<file path="config.mk">
export PLATFORM = sky130hd
export DESIGN_NAME = excp_arbiter
export DESIGN_NICKNAME = d
export VERILOG_FILES = /design/src/rtl/excp_arb_pkg.sv /design/src/rtl/excp_ctl_reg.sv /design/src/rtl/excp_prio_map.sv /design/src/rtl/excp_arb_tree.sv /design/src/rtl/excp_arbiter.sv
export SDC_FILE = /design/constraint.sdc
export NUM_CORES = 1
export LEC_CHECK = 0
export BUFFER_PORTS_ARGS = -buffer_cell sky130_fd_sc_hd__buf_2
export CAP_MARGIN = 15
export CELL_PAD_IN_SITES_DETAIL_PLACEMENT = 1
export CELL_PAD_IN_SITES_GLOBAL_PLACEMENT = 2
export CORE_MARGIN = 2
export CORE_UTILIZATION = 25
export CTS_CLUSTER_SIZE = 24
export DETAILED_ROUTE_END_ITERATION = 8
export HOLD_SLACK_MARGIN = 0.05
export PLACE_DENSITY_LB_ADDON = 0.1
export SLEW_MARGIN = 30
export SYNTH_ARGS = -nofsm -noshare
export SYNTH_HDL_FRONTEND = slang
export SYNTH_SLANG_ARGS = --single-unit
</file>
<file path="constraint.sdc">
create_clock -name clk -period 2.21 [get_ports clk]
set_clock_uncertainty 0.1 [all_clocks]
set_input_delay 0.221 -clock clk [delete_from_list [all_inputs] [get_ports clk]]
set_output_delay 0.221 -clock clk [all_outputs]
set_load 0.01 [all_outputs]
</file>
<file path="src/rtl/excp_arb_pkg.sv">
package excp_arb_pkg;

  localparam int PRIO_W = 10;
  localparam int IDX_MAX_W = 8;
  localparam int CFG_PRIO_W = 8;
  localparam int NUM_FIXED = 4;

  typedef logic signed [PRIO_W-1:0] prio_t;

  typedef struct packed {
    logic                 vld;
    logic [IDX_MAX_W-1:0] idx;
    prio_t                prio;
  } cand_t;

  localparam prio_t PRIO_RST_SEC = prio_t'(-4);
  localparam prio_t PRIO_RST_LEG = prio_t'(-3);
  localparam prio_t PRIO_SHF_HI  = prio_t'(-3);
  localparam prio_t PRIO_NMI     = prio_t'(-2);
  localparam prio_t PRIO_HF_LO   = prio_t'(-1);

  // Left operand always carries the lower exception numbers; it wins ties.
  function automatic cand_t cand_pick(cand_t lo, cand_t hi);
    if (lo.vld && (!hi.vld || ($signed(lo.prio) <= $signed(hi.prio))))
      return lo;
    return hi;
  endfunction

endpackage

</file>
<file path="src/rtl/excp_ctl_reg.sv">
module excp_ctl_reg (
  input  logic clk,
  input  logic rst_n,
  input  logic prof_sec_i,
  input  logic we_i,
  input  logic wdata_i,
  output logic route_q
);

  logic route_d;
  logic route_ce;

  always_comb begin
    route_ce = we_i & prof_sec_i;
    route_d  = route_ce ? wdata_i : route_q;
  end

  always_ff @(posedge clk or negedge rst_n) begin
    if (!rst_n) begin
      route_q <= 1'b0;
    end else if (route_ce) begin
      route_q <= route_d;
    end
  end

endmodule

</file>
<file path="src/rtl/excp_prio_map.sv">
module excp_prio_map
  import excp_arb_pkg::*;
#(
  parameter int NUM_EXC = 16,
  localparam int NUM_CFG = NUM_EXC - NUM_FIXED
) (
  input  logic                       prof_sec_i,
  input  logic                       route_i,
  input  logic [NUM_EXC-1:0]         pend_i,
  input  logic [NUM_EXC-1:0]         en_i,
  input  logic [NUM_CFG*CFG_PRIO_W-1:0] prio_i,
  output cand_t                      cand_o [NUM_EXC]
);

  logic shf_high;
  assign shf_high = prof_sec_i & route_i;

  for (genvar gi = 0; gi < NUM_EXC; gi++) begin : g_map
    if (gi == 0) begin : g_rst
      assign cand_o[gi].vld  = pend_i[gi];
      assign cand_o[gi].prio = prof_sec_i ? PRIO_RST_SEC : PRIO_RST_LEG;
    end else if (gi == 1) begin : g_nmi
      assign cand_o[gi].vld  = pend_i[gi];
      assign cand_o[gi].prio = PRIO_NMI;
    end else if (gi == 2) begin : g_shf
      assign cand_o[gi].vld  = pend_i[gi];
      assign cand_o[gi].prio = shf_high ? PRIO_SHF_HI : PRIO_HF_LO;
    end else if (gi == 3) begin : g_nshf
      assign cand_o[gi].vld  = pend_i[gi] & prof_sec_i;
      assign cand_o[gi].prio = PRIO_HF_LO;
    end else begin : g_cfg
      assign cand_o[gi].vld  = pend_i[gi] & en_i[gi];
      assign cand_o[gi].prio = prio_t'({2'b00, prio_i[(gi-NUM_FIXED)*CFG_PRIO_W +: CFG_PRIO_W]});
    end
    assign cand_o[gi].idx = IDX_MAX_W'(gi);
  end

  logic unused_en;
  assign unused_en = ^en_i[NUM_FIXED-1:0];

endmodule

</file>
<file path="src/rtl/excp_arb_tree.sv">
module excp_arb_tree
  import excp_arb_pkg::*;
#(
  parameter int NUM_EXC = 16,
  localparam int LVLS = (NUM_EXC > 1) ? $clog2(NUM_EXC) : 1,
  localparam int LEAVES = 1 << LVLS
) (
  input  cand_t cand_i [NUM_EXC],
  output cand_t win_o
);

  cand_t node [1:2*LEAVES-1];

  for (genvar gj = 0; gj < LEAVES; gj++) begin : g_leaf
    if (gj < NUM_EXC) begin : g_real
      assign node[LEAVES+gj] = cand_i[gj];
    end else begin : g_pad
      assign node[LEAVES+gj] = '0;
    end
  end

  for (genvar gk = 1; gk < LEAVES; gk++) begin : g_node
    assign node[gk] = cand_pick(node[2*gk], node[2*gk+1]);
  end

  assign win_o = node[1];

endmodule

</file>
<file path="src/rtl/excp_arbiter.sv">
module excp_arbiter
  import excp_arb_pkg::*;
#(
  parameter int NUM_EXC = 16,
  localparam int NUM_CFG = NUM_EXC - NUM_FIXED,
  localparam int NUM_W = $clog2(NUM_EXC)
) (
  input  logic                          clk,
  input  logic                          rst_n,
  input  logic                          prof_sec_i,
  input  logic [NUM_EXC-1:0]            pend_i,
  input  logic [NUM_EXC-1:0]            en_i,
  input  logic [NUM_CFG*CFG_PRIO_W-1:0] prio_i,
  input  logic                          ctl_we_i,
  input  logic                          ctl_wdata_i,
  output logic                          win_valid_o,
  output logic [NUM_W-1:0]              win_num_o,
  output logic [PRIO_W-1:0]             win_prio_o
);

  logic  route_q;
  cand_t cand [NUM_EXC];
  cand_t best;

  logic             valid_d;
  logic [NUM_W-1:0] num_d;
  prio_t            prio_d;

  excp_ctl_reg u_ctl (
    .clk        (clk),
    .rst_n      (rst_n),
    .prof_sec_i (prof_sec_i),
    .we_i       (ctl_we_i),
    .wdata_i    (ctl_wdata_i),
    .route_q    (route_q)
  );

  excp_prio_map #(.NUM_EXC(NUM_EXC)) u_map (
    .prof_sec_i (prof_sec_i),
    .route_i    (route_q),
    .pend_i     (pend_i),
    .en_i       (en_i),
    .prio_i     (prio_i),
    .cand_o     (cand)
  );

  excp_arb_tree #(.NUM_EXC(NUM_EXC)) u_tree (
    .cand_i (cand),
    .win_o  (best)
  );

  always_comb begin
    valid_d = best.vld;
    num_d   = best.vld ? best.idx[NUM_W-1:0] : '0;
    prio_d  = best.vld ? best.prio : '0;
  end

  always_ff @(posedge clk or negedge rst_n) begin
    if (!rst_n) begin
      win_valid_o <= 1'b0;
      win_num_o   <= '0;
      win_prio_o  <= '0;
    end else begin
      win_valid_o <= valid_d;
      win_num_o   <= num_d;
      win_prio_o  <= prio_d;
    end
  end

  logic unused_idx;
  assign unused_idx = ^best.idx;

endmodule

</file>
---- Word-level counts from Yosys, hierarchy flattened ----
Index checks and enable logic that the tools add are counted.
word-level totals
  register bits ........................... 16
  input port bits ......................... 133
cells by class
  mux-type cells .......................... 49
  bitwise gates (word level) .............. 15
  reduce and logical (&&, ||, !) cells .... 45
  $lt $le $gt $ge ......................... 15
operator list
  operator                                                         count
  two-way mux 19 bit                                               30
  less-or-equal comparator 10 bit                                  7
  less-or-equal comparator 8 bit                                   6
  two-way mux 1 bit                                                16
  AND 1 bit                                                        15
  logical AND 1 bit                                                15
  zero test 1 bit                                                  15
  logical OR 1 bit                                                 15
  two-way mux 10 bit                                               1
  two-way mux 4 bit                                                1
  less-or-equal comparator 3 x 1 -> 1 bit (second input constant)  1
  less-or-equal comparator 3 x 2 -> 1 bit (second input constant)  1
  two-way mux 2 bit                                                1

---- Logic depth before layout (Yosys ltp) ----
Gate-level depths: netlist of the first run.
  word-level depth ........................ 23
  gate-level depth with buffers ........... 38
  gate-level depth less buffers ........... 35

---- By module ----
From an unflattened synthesis of the first run, not the netlist that was laid out.
unflattened totals
  cells, all modules ...................... 1356
  area total of the unflattened synthesis .. 10276.1 um2
modules (own cells, without submodules)
  module         seq. area each (um2)  times used  cells each  area an instance (um2)
  excp_arb_tree  0.0                   1           1017        7479.7
  excp_prio_map  0.0                   1           306         2265.9
  excp_arbiter   375.4                 1           30          486.7
  excp_ctl_reg   25.0                  1           3           43.8

---- Least setup slack after synthesis of the first run ----
OpenSTA, ideal clock, no wires.
  kind .................................... input -> register
  start ................................... input prio_i[41]
  end ..................................... register win_prio_o[2]
  path slack .............................. -4.901 ns
  required time ........................... 2.032 ns
  path buffers ............................ 4
  stages on the path ...................... 34
  arrival ................................. 6.933 ns
  setup time .............................. 0.078 ns
  cell sequence ........................... inv_1 ha_1 nor2b_1 o211ai_1 a21oi_1 a2111oi_0 o311a_1 buf_2 mux2_1 ha_1 nand4_1 nor3_1 o41ai_1 nor2b_1 buf_1 mux2_2 ha_1 a211o_1 o211ai_1 a21oi_1 o31ai_1 nand2_1 clkbuf_1 a222oi_1 ha_1 a21o_1 a21o_1 a21oi_1 o21ai_0 nand3_1 nand2_1 clkbuf_1 a221o_1 o21ai_1
between the ends
  longest elaborated chain between the ends .. 21
RTL lines
  item                                                                line                RTL
  start: declaration                                                  excp_arbiter.sv:13  input logic [NUM_CFG*CFG_PRIO_W-1:0] prio_i,
  less-or-equal comparator 8 bit                                      excp_arb_pkg.sv:24  if (lo.vld && (!hi.vld || ($signed(lo.prio) <= $signed(hi.prio))))
  logical OR 1 bit                                                    excp_arb_pkg.sv:24
  logical AND 1 bit                                                   excp_arb_pkg.sv:24
  two-way mux 1 bit                                                   excp_arb_pkg.sv:24
  two-way mux 19 bit *                                                excp_arb_pkg.sv:26  return hi;
  less-or-equal comparator 10 bit                                     excp_arb_pkg.sv:24
  logical OR 1 bit                                                    excp_arb_pkg.sv:24
  logical AND 1 bit                                                   excp_arb_pkg.sv:24
  (+6 left out)                                                       --
  two-way mux 19 bit *                                                excp_arb_pkg.sv:26
  less-or-equal comparator 10 bit or zero test 1 bit (tied branches)  excp_arb_pkg.sv:24
  logical OR 1 bit                                                    excp_arb_pkg.sv:24
  logical AND 1 bit                                                   excp_arb_pkg.sv:24
  two-way mux 1 bit                                                   excp_arb_pkg.sv:24
  two-way mux 19 bit *                                                excp_arb_pkg.sv:26
  two-way mux 10 bit *                                                excp_arbiter.sv:55  prio_d = best.vld ? best.prio : '0;
  via prio_d[2]                                                       excp_arbiter.sv:27  prio_t prio_d;
  end signal: assignment                                              excp_arbiter.sv:66  win_prio_o <= prio_d;
  end: declaration                                                    excp_arbiter.sv:18  output logic [PRIO_W-1:0] win_prio_o
Mark *: on every way through the listed nets, which the timed path passes. The rest lies on a longest branch. The select of a mux whose other input is x is not followed.
A chain may end at the register's enable or synchronous reset.

---- Final worst setup path of the first run ----
  start ................................... input prio_i[49]
  end ..................................... register win_prio_o[4]
between the ends
  longest elaborated chain between the ends .. 21
RTL lines
  item                                                                line
  less-or-equal comparator 8 bit                                      excp_arb_pkg.sv:24
  logical OR 1 bit                                                    excp_arb_pkg.sv:24
  logical AND 1 bit                                                   excp_arb_pkg.sv:24
  two-way mux 1 bit                                                   excp_arb_pkg.sv:24
  two-way mux 19 bit *                                                excp_arb_pkg.sv:26
  less-or-equal comparator 10 bit or zero test 1 bit (tied branches)  excp_arb_pkg.sv:24
  logical OR 1 bit                                                    excp_arb_pkg.sv:24
  logical AND 1 bit                                                   excp_arb_pkg.sv:24
  (+6 left out)                                                       --
  two-way mux 19 bit *                                                excp_arb_pkg.sv:26
  less-or-equal comparator 10 bit or zero test 1 bit (tied branches)  excp_arb_pkg.sv:24
  logical OR 1 bit                                                    excp_arb_pkg.sv:24
  logical AND 1 bit                                                   excp_arb_pkg.sv:24
  two-way mux 1 bit                                                   excp_arb_pkg.sv:24
  two-way mux 19 bit *                                                excp_arb_pkg.sv:26
  two-way mux 10 bit *                                                excp_arbiter.sv:55
  via prio_d[4]                                                       excp_arbiter.sv:27
Marked as above.

==> impl_metrics.yaml, run 1 <==
drt:
  drt-initial-drc-count: 130
  wirelength_um: 16000
  routedWlPerCell_um: 15.1
  via_count: 5106
  avgViaCountPerCell: 4.80
  dr.pass1.iters: 5
  route.detailed.drc: 0
  wl_met1_um: 7270
  route.top_layer_used: "met4"
  dr_wl_met3_um: 465
  wl_met2_um: 8260
  ant_nets: 0
layout:
  num_antenna_cells: 0
  multiInputGateArea_mm2: 0.00362
  final-seq-area_um2: 375
  fillers: 1876
  nets: 1097
  drive_gt1_share_pct: 56.5
  area_growth_pct: 89.1
critical_path:
  r2r-start: "u_ctl.route_q"
  cp_slowest_cell: "a222oi_1"
  worstPathMaxFanout: 9
  crit_end: "win_prio_o[4]"
  reg2reg_slack_ns: -0.56
  cp-start-kind: "primary input"
  critPathCaptureType: "register"
  worstSetupStartpoint: "prio_i[49]"
  rr_worst_depth: 13
  critPathMaxStageDelay_ns: 0.40
  arrival_ns: 6.78
  worstSetupPathType: "primary input to register"
  required_ns: 2.28
  reg2reg_to: "win_prio_o[4]"
clock_tree:
  clkTransAtPathRegs_ns: 0.05
  cts_buffers: 3
  cts_buffer_depth: 2
  htree_levels: 1
  cts_tree: "yes"
  clock-root-buffer: "clkbuf_16"
  insertion_delay_ns: 0.24
  cts.sinks: 15
floorplan:
  core_mm2: 0.0152
  die_h_um: 129
  io_pins: 148
  floorplan.initialDensity_pct: 25.6
  dieArea_mm2: 0.0166
  dieWidth_um: 129
  rows: 45
pwr:
  power.total_mw: 2.75
  leakage_nw: 3.90
  ir_worst_vdd_uv: 216
  p_per_area_mw_per_mm2: 374
hold_path:
  hold_path_class: "primary input to register"
global_route:
  grt_antenna_before_repair: 0
  first_global_vias: 5644
  grt_start_max_net_pins: 16
  overflow: 0
  grt_pass1_wl_um: 25900
  grt_use_total_pct: 18.9
synth:
  synth_cells: 487
  synth-seq-cells: 15
  synth_most_common_cell: "inv_1"
  syn_area_mm2: 0.00390
  synth_cell_types: 57
  synth.avg_cell_area_um2: 8.01
  synthArstFlopShare_pct: 100
  synth_edf_count: 0
  yosysTopAreaCellShare_pct: 28.2
  synth.area.top_cells: "ha_1 28%, mux2i_1 10%, dfrtp_1 9.6%"
  yosysSeqAreaShare_pct: 9.63
  synth_ff_type: "dfrtp_1"
  yosys-top-cells-count: "90 x inv_1, 88 x ha_1, 40 x mux2i_1, 33 x nand2_1, 32 x a21oi_1"
  yosys_warnings: 0
  syn_nets: 708
  synth_top_area_cell: "ha_1"
sta:
  worst_slew_pin_slew_ns: 0.477
  post-route-min-period_ns: 6.71
  finalCritPeriodShare_pct: 303
  setup_slack_ns: -4.50
  setup_viol: 12
  hold_viol: 0
  max_freq_mhz: 149
  slew_headroom_pct: 67.4
  rsz0062_at_grt: "yes"
  slew_viol_final: 0
job:
  drv_cap: 0
run_status:
  failed_checks: "setup timing"
  status: "complete, but fails checks"
place:
  place_hpwl_um: 13900
  io_buffers: 143
  place_congestion: 0.861
  dp_slack_ns: -5.20
## worst min-delay path by stage
stage | cells past startpoint | slack (ns) | from | end
6_report | 2 | 0.12 | ctl_wdata_i | u_ctl.route_q
2_1_floorplan | 0 | -0.17 | rst_n | u_ctl.route_q
3_5_place_dp | 1 | 0.05 | rst_n | win_num_o[3]
5_1_grt | 2 | 0.13 | ctl_wdata_i | u_ctl.route_q
3_3_place_gp | 1 | 0.04 | rst_n | win_num_o[3]
4_1_cts | 2 | 0.12 | ctl_wdata_i | u_ctl.route_q
## metal layers
metal	global-route usage, %	vias up
met4	1.41	0
met1	24.4	2442
met5	0	-
met2	35.8	94
met3	1.46	5
li1	-	2565
## placed cells by master, fill, tap and decap left out, drive strengths merged, types with 2 or more instances in the layout
| master | instances |
|---|---|
| o22ai | 2 |
| a21o | 3 |
| o211ai | 9 |
| nor3 | 6 |
| a22oi | 10 |
| o31ai | 2 |
| o311a | 2 |
| buf | 396 |
| a2111oi | 3 |
| clkbuf | 4 |
| a221o | 7 |
| dfrtp | 15 |
| mux2 | 24 |
| nand2 | 33 |
| a21boi | 2 |
| nor2 | 20 |
| nand2b | 4 |
| nand3 | 4 |
| inv | 90 |
| a31oi | 4 |
| ha | 88 |
| nor2b | 7 |
| mux2i | 41 |
| nand4 | 13 |
| a211o | 3 |
| o21ai | 20 |
| a222oi | 8 |
| a21oi | 32 |
| a221oi | 2 |
## cell type report
cell class,count,area share (%)
tap,188,3.19
multi-input combinational,369,49.1
timing repair buffer,397,36.8
clock buffer,4,1.07
sequential,15,5.09
inverter,90,4.75
## where the power goes
| part | leakage (nW) | internal [mW] | switching [mW] |
|---|---|---|---|
| logic | 3.69 | 1.15 | 0.928 |
| clock network | 0.0382 | 0.244 | 0.110 |
| registers | 0.163 | 0.303 | 0.0133 |
## worst max-delay path: cells and delay by family
kind	cells	cell delay (ns)
buf+inv	7	0.91
simple gates	8	1.08
mux	2	0.66
fa+ha+maj	4	1.12
compound gates	14	2.75
## per-stage QoR
stage               instances  util (%)  setup TNS [ns]  instance area [um^2]  hold slack [ns]
finish                   1063      48.5          -53.35                  7370            0.119
global route             1063      48.5          -59.13                  7370            0.133
CTS                      1053      46.8          -52.58                  7110            0.123
detailed placement       1033      44.4          -61.92                  6750           0.0524
global placement         1033      44.4          -58.07                  6750           0.0444
floorplan                 487         -          -49.71                  4140           -0.175
## cells by family (layout without fill, tap and decap cells)
kind of cell               Yosys count  count (layout)  share of synthesized area, %
adders and majority gates           88              88                          28.2
muxes                               65              65                          17.8
AOI/OAI and AO/OA                  121             121                          21.7
and+or+nand+nor                     95              95                          12.3
buffers and inverters              103             491                          10.4
DFF                                 15              15                          9.63
## sequential cells by signal, summed over array words and instances (netlist names)
| signal | cells |
|---|---|
| win_prio_o | 9 |
| win_num_o | 4 |
| u_ctl.route_q | 1 |
| win_valid_o | 1 |
## what timing repair did
| action | in CTS | in global routing |
|---|---|---|
| hold buffers | 1 | 0 |
| hold endpoints to repair | 15 | 0 |
| pin swaps | 21 | 11 |
| gates resized for setup | 37 | 38 |
| endpoints found under the setup margin | 12 | 12 |
| cloned | 2 | 0 |
| setup buffers | 13 | 10 |
(Power assumes the default switching activity.)
==> inputs of run 2 (changes only) <==
--- a/config.mk
+++ b/config.mk
@@ -10,7 +10,7 @@
 export CELL_PAD_IN_SITES_DETAIL_PLACEMENT = 1
 export CELL_PAD_IN_SITES_GLOBAL_PLACEMENT = 2
 export CORE_MARGIN = 2
-export CORE_UTILIZATION = 25
+export CORE_UTILIZATION = 28
 export CTS_CLUSTER_SIZE = 24
 export DETAILED_ROUTE_END_ITERATION = 8
 export HOLD_SLACK_MARGIN = 0.05
==> constraint.sdc (replaced) <==
create_clock -name clk -period 7.3 [get_ports clk]
set_clock_uncertainty 0.1 [all_clocks]
set_input_delay 0.73 -clock clk [delete_from_list [all_inputs] [get_ports clk]]
set_output_delay 0.73 -clock clk [all_outputs]
set_load 0.01 [all_outputs]
==> run 2 against run 1 <==
The run now ends clean. Final cell count shrank 11%. Total power shrank 71%. Die area down 10%. Via count decreased by 9.6%. Routed wire length shrank 7.9%. Largest power group unchanged. Core utilization shrank 0.91 points. Non-clock buffer count fell by 111. Count of clock-buffer cells in the layout shrank 1. Sequential share of layout area rose by 0.66 points.
==> impl_metrics.yaml, run 2 (synthesis gave the netlist of run 1 again) <==
layout:
  mostFrequentLayoutCell: "buf_2"
  num_antenna_cells: 0
  stdcell_area_mm2: 0.00653
  top_register: "win_prio_o"
  fillers: 1678
  final-seq-area_um2: 375
  area_growth_pct: 67.4
  top_regs: "win_prio_o (9), win_num_o (4)"
  layout_common_cells: "139 x buf_2, 134 x buf_4, 83 x inv_1, 70 x ha_1, 32 x mux2i_1"
  largest_reg_flops: 9
  multiInputGateArea_mm2: 0.00364
  nets: 986
  fin_util_pct: 47.6
  drive_gt1_share_pct: 50.1
clock_tree:
  cts_buffer_depth: 2
  cts_buffers: 3
  insertion_delay_ns: 0.25
  cts.sinks: 15
  cts_tree: "yes"
  clkTransAtPathRegs_ns: 0.06
  htree_levels: 1
  clock-root-buffer: "clkbuf_16"
critical_path:
  crit_top_cell: "buf_6"
  critPathCaptureType: "register"
  required_ns: 7.36
  cp-start-kind: "primary input"
  rr_worst_depth: 13
  worstPathMaxFanout: 7
  critPathMaxStageDelay_ns: 0.37
  cp_slowest_cell: "o41ai_2"
  arrival_ns: 7.33
  worstSetupPathType: "primary input to register"
sta:
  max_freq_mhz: 138
  finalCritPeriodShare_pct: 99.6
  post-route-min-period_ns: 7.27
  rsz0062_at_grt: "yes"
  setup_viol: 0
  slew_viol_final: 0
  hold_viol: 0
  setup_tns_ns: 0
  slew_headroom_pct: 64.3
  worst_slew_pin_slew_ns: 0.529
pwr:
  p_per_area_mw_per_mm2: 121
  ir_worst_vdd_uv: 101
  switching_share_pct: 39.5
  leakage_nw: 3.38
  power_frac_seq_pct: 12.0
  combPwrFrac_pct: 74.2
  power.switching_mw: 0.312
  internal_power_mw: 0.479
  pwr-share-clk_pct: 13.9
place:
  place_congestion: 0.892
  place_area_mm2: 0.00564
  io_buffers: 143
  place_hpwl_um: 12400
floorplan:
  floorplan.initialDensity_pct: 28.4
  io_pins: 148
  dieArea_mm2: 0.0149
  rows: 43
  core_mm2: 0.0137
  dieWidth_um: 122
  die_h_um: 122
drt:
  wirelength_um: 14800
  drt-initial-drc-count: 140
  routedWlPerCell_um: 15.6
  avgViaCountPerCell: 4.89
  dr.pass1.iters: 5
  via_count: 4618
  ant_nets: 0
  route.detailed.drc: 0
hold_path:
  hold_path_class: "primary input to async pin"
global_route:
  grt_antenna_before_repair: 0
  grt_use_total_pct: 18.7
  overflow: 0
  first_global_vias: 4816
  grt_start_max_net_pins: 17
  grt_pass1_wl_um: 22700
job:
  drv_cap: 0
run_status:
  status: "completed"
-- run 2: changes by cell type in the layout (fill, tap and decap cells not counted), sizes merged --
cell,change
dlygate4sd3,-1
clkbuf,-1
buf,-110
clkinv,+1
-- run 2: routing by layer --
metal	track usage, %	up-vias	part of all wire (%)
met5	0	-	0
met4	0.790	0	0.095
met3	3.37	2	5.4
met2	33.2	113	48
met1	24.7	2160	47
li1	-	2343	-
-- run 2: what timing repair did --
item,4_1_cts,5_1_grt
hold buffers,0,0
resized for setup,48,68
pin swaps,21,40
hold endpoints to repair,0,0
setup buffers,12,18
setup endpoints to repair,12,12
-- run 2: layout make-up --
class,instances,share of cell area (%)
Multi-Input combinational cell,369,55.7
Timing Repair Buffer,286,28.6
Sequential cell,15,5.75
Inverter,90,5.29
Tap cell,180,3.45
Clock buffer,3,1.15
Clock inverter,1,0.0767
-- run 2: worst paths after layout --
kind / start / end / slack [ns]
setup / recovery: prio_i[57] / win_prio_o[3] / 0.03
hold / removal: rst_n / win_prio_o[5] / 0.29
setup reg to reg: u_ctl.route_q / win_prio_o[3] / 4.51
hold reg to reg: u_ctl.route_q / u_ctl.route_q / 0.41
max in group asynchronous: rst_n / win_prio_o[0] / 6.53
min in group clk: u_ctl.route_q / u_ctl.route_q / 0.41
-- run 2: stage by stage --
step / hold WS (ns) / setup slack (ns) / instances / power, mW
finish: 0.290 / 0.0300 / 944 / 0.791
global route: 0.311 / -0.339 / 944 / 0.857
CTS: 0.298 / -0.0911 / 927 / 0.717
detailed placement: 0.406 / -0.813 / 911 / 0.547
global placement: 0.398 / -0.737 / 911 / 0.535
floorplan: 0.334 / 0.0156 / 487 / 0.331
-- run 2: power by group through the flow --
| stage | Combinational (mW) | Clock (mW) | Sequential [mW] |
|---|---|---|---|
| after global routing | 0.647 | 0.115 | 0.0955 |
| final | 0.587 | 0.110 | 0.0946 |
| after CTS | 0.510 | 0.112 | 0.0947 |
| after global placement | 0.439 | 0 | 0.0961 |
| after detailed placement | 0.451 | 0 | 0.0962 |
| after floorplan | 0.231 | 0 | 0.0995 |
-- run 2: worst max-delay path: cells and delay by family --
family          cells  cell delay (ns)
fa+ha+maj           4             0.76
compound gates     14             3.02
buf+inv             8             0.98
mux                 2             0.64
simple gates        9             1.15
==> inputs of run 3 (changes only) <==
--- a/config.mk
+++ b/config.mk
@@ -7,14 +7,12 @@
 export LEC_CHECK = 0
 export BUFFER_PORTS_ARGS = -buffer_cell sky130_fd_sc_hd__buf_2
 export CAP_MARGIN = 15
-export CELL_PAD_IN_SITES_DETAIL_PLACEMENT = 1
-export CELL_PAD_IN_SITES_GLOBAL_PLACEMENT = 2
 export CORE_MARGIN = 2
-export CORE_UTILIZATION = 28
+export CORE_UTILIZATION = 46
 export CTS_CLUSTER_SIZE = 24
 export DETAILED_ROUTE_END_ITERATION = 8
 export HOLD_SLACK_MARGIN = 0.05
-export PLACE_DENSITY_LB_ADDON = 0.1
+export PLACE_DENSITY = 0.79
 export SLEW_MARGIN = 30
 export SYNTH_ARGS = -nofsm -noshare
 export SYNTH_HDL_FRONTEND = slang
==> constraint.sdc (replaced) <==
create_clock -name clk -period 5.9 [get_ports clk]
set_clock_uncertainty 0.1 [all_clocks]
set_input_delay 0.59 -clock clk [delete_from_list [all_inputs] [get_ports clk]]
set_output_delay 0.59 -clock clk [all_outputs]
set_load 0.01 [all_outputs]
==> run 3 against run 2 <==
The run now ends with DRC, setup timing left. Sequential power up 23%. Sequential cell count unchanged. Count of clock-buffer cells in the layout did not move. Core utilization rose by 37 points. Die area fell by 38%. Critical path type unchanged. Largest cell class unchanged.
==> impl_metrics.yaml, run 3 (synthesis gave the netlist of run 1 again) <==
drt:
  avgViaCountPerCell: 6.30
  via_count: 5736
  wirelength_um: 19800
  dr.pass1.iters: 9
  routedWlPerCell_um: 21.7
  drt-initial-drc-count: 659
  ant_nets: 0
  route.detailed.drc: 108
critical_path:
  cp_slowest_cell: "a222oi_1"
  critPathMaxStageDelay_ns: 0.43
  crit_top_cell: "buf_4"
  worstPathMaxFanout: 7
  worstSetupStartpoint: "prio_i[92]"
  required_ns: 5.96
  cp-start-kind: "primary input"
  r2r-start: "u_ctl.route_q"
  critPathCaptureType: "register"
  worstSetupPathType: "primary input to register"
  arrival_ns: 7.91
clock_tree:
  clkTransAtPathRegs_ns: 0.06
  insertion_delay_ns: 0.25
  cts_buffers: 3
  hold_buffers: 0
  clock-root-buffer: "clkbuf_8"
  cts.sinks: 15
  htree_levels: 1
  cts_buffer_depth: 2
  cts_tree: "yes"
floorplan:
  floorplan.initialDensity_pct: 47.4
  core_mm2: 0.00822
  dieWidth_um: 96.1
  io_pins: 148
  die_h_um: 96.1
  rows: 33
  dieArea_mm2: 0.00923
pwr:
  p_per_area_mw_per_mm2: 152
  leakage_nw: 3.60
  pwr-share-clk_pct: 8.0
  power.total_mw: 1.06
  switching_share_pct: 43.9
  power_frac_seq_pct: 11.0
  combPwrFrac_pct: 81.1
  internal_power_mw: 0.593
  power.switching_mw: 0.464
  ir_worst_vdd_uv: 71.2
run_status:
  failed_checks: "DRC, setup timing"
  status: "complete, but fails checks"
sta:
  max_freq_mhz: 127
  post-route-min-period_ns: 7.85
  setup_slack_ns: -1.95
  slew_headroom_pct: 62.5
  rsz0062_at_grt: "yes"
  finalCritPeriodShare_pct: 133
  worst_slew_pin_slew_ns: 0.563
  setup_viol: 12
  slew_viol_final: 0
  hold_viol: 0
  setup_tns_ns: -22.54
global_route:
  grt_pass1_wl_um: 23000
  grt_use_total_pct: 31.4
  overflow: 0
  first_global_vias: 5232
  grt_antenna_before_repair: 0
  grt_start_max_net_pins: 17
job:
  drv_cap: 0
layout:
  largest_reg_flops: 9
  layout_common_cells: "171 x buf_4, 141 x buf_2, 77 x inv_1, 68 x ha_1, 29 x nand2_1"
  drive_gt1_share_pct: 55.6
  mostFrequentLayoutCell: "buf_4"
  nets: 1028
  fillers: 418
  num_antenna_cells: 0
  area_growth_pct: 78.8
  top_regs: "win_prio_o (9), win_num_o (4)"
  top_register: "win_prio_o"
place:
  io_buffers: 143
  place_hpwl_um: 11700
  place_congestion: 0.916
hold_path:
  hold_path_class: "primary input to async pin"
[run 3: cell types whose count changed in the layout (fill, tap and decap cells not counted), sizes merged]
| cell | before | now |
|---|---|---|
| clkbuf | 3 | 5 |
| buf | 286 | 326 |
[run 3: power groups by stage]
stage	combinational [mW]	clock [mW]	sequential, mW
floorplan	0.312	0	0.123
global placement	0.582	0	0.118
detailed placement	0.614	0	0.118
CTS	0.671	0.0843	0.116
global route	0.895	0.0886	0.117
finish	0.857	0.0843	0.116
[run 3: worst max-delay path, delay by kind of cell]
family	cells	cell delay, ns
buffers and inverters	11	1.59
adders and majority gates	4	1.28
AOI/OAI and AO/OA	11	2.25
and+or+nand+nor	11	1.60
muxes	2	0.58
[run 3: final cells by class]
class                      instances  area [um^2]  area share [%]
clock buffer                       3         41.3           0.592
inverter                          90          360            5.17
tap                              105          131            1.89
sequential                        15          375            5.39
clock inverter                     1         5.00          0.0718
timing repair buffer             328         2240            32.1
multi-input combinational        369         3820            54.8
[run 3: per-layer routing]
layer	routed length, um	global-route usage [%]
met5	0	0
met4	2140	14.6
met3	2020	3.45
met2	9120	59.1
met1	6530	34.7
[run 3: through the flow]
step | hold WS, ns | instances | worst slack [ns] | area (um^2) | utilization (%)
final | 0.123 | 911 | -1.95 | 6970 | 84.8
after floorplan | 0.194 | 487 | -0.865 | 4140 | -
after CTS | 0.131 | 899 | -1.06 | 6480 | 78.9
after global placement | 0.397 | 883 | -1.37 | 6140 | 74.7
after detailed placement | 0.401 | 883 | -1.66 | 6140 | 74.7
after global routing | 0.156 | 911 | -1.94 | 6970 | 84.8
[run 3: path summary, 6_finish.rpt]
path | to | slack [ns] | cells after the start
max | win_prio_o[6] | -1.95 | 39
min | win_num_o[0] | 0.12 | 1
max reg2reg | win_prio_o[6] | 3.04 | 14
min reg2reg | u_ctl.route_q | 0.43 | 1
max in group asynchronous | u_ctl.route_q | 5.33 | 1
min in group clk | u_ctl.route_q | 0.43 | 1
[run 3: timing repair]
| item | CTS | global route |
|---|---|---|
| cloned | 0 | 1 |
| pin swaps | 18 | 47 |
| endpoints found under the setup margin | 12 | 12 |
| buffers inserted | 12 | 12 |
| gates resized for setup | 43 | 76 |
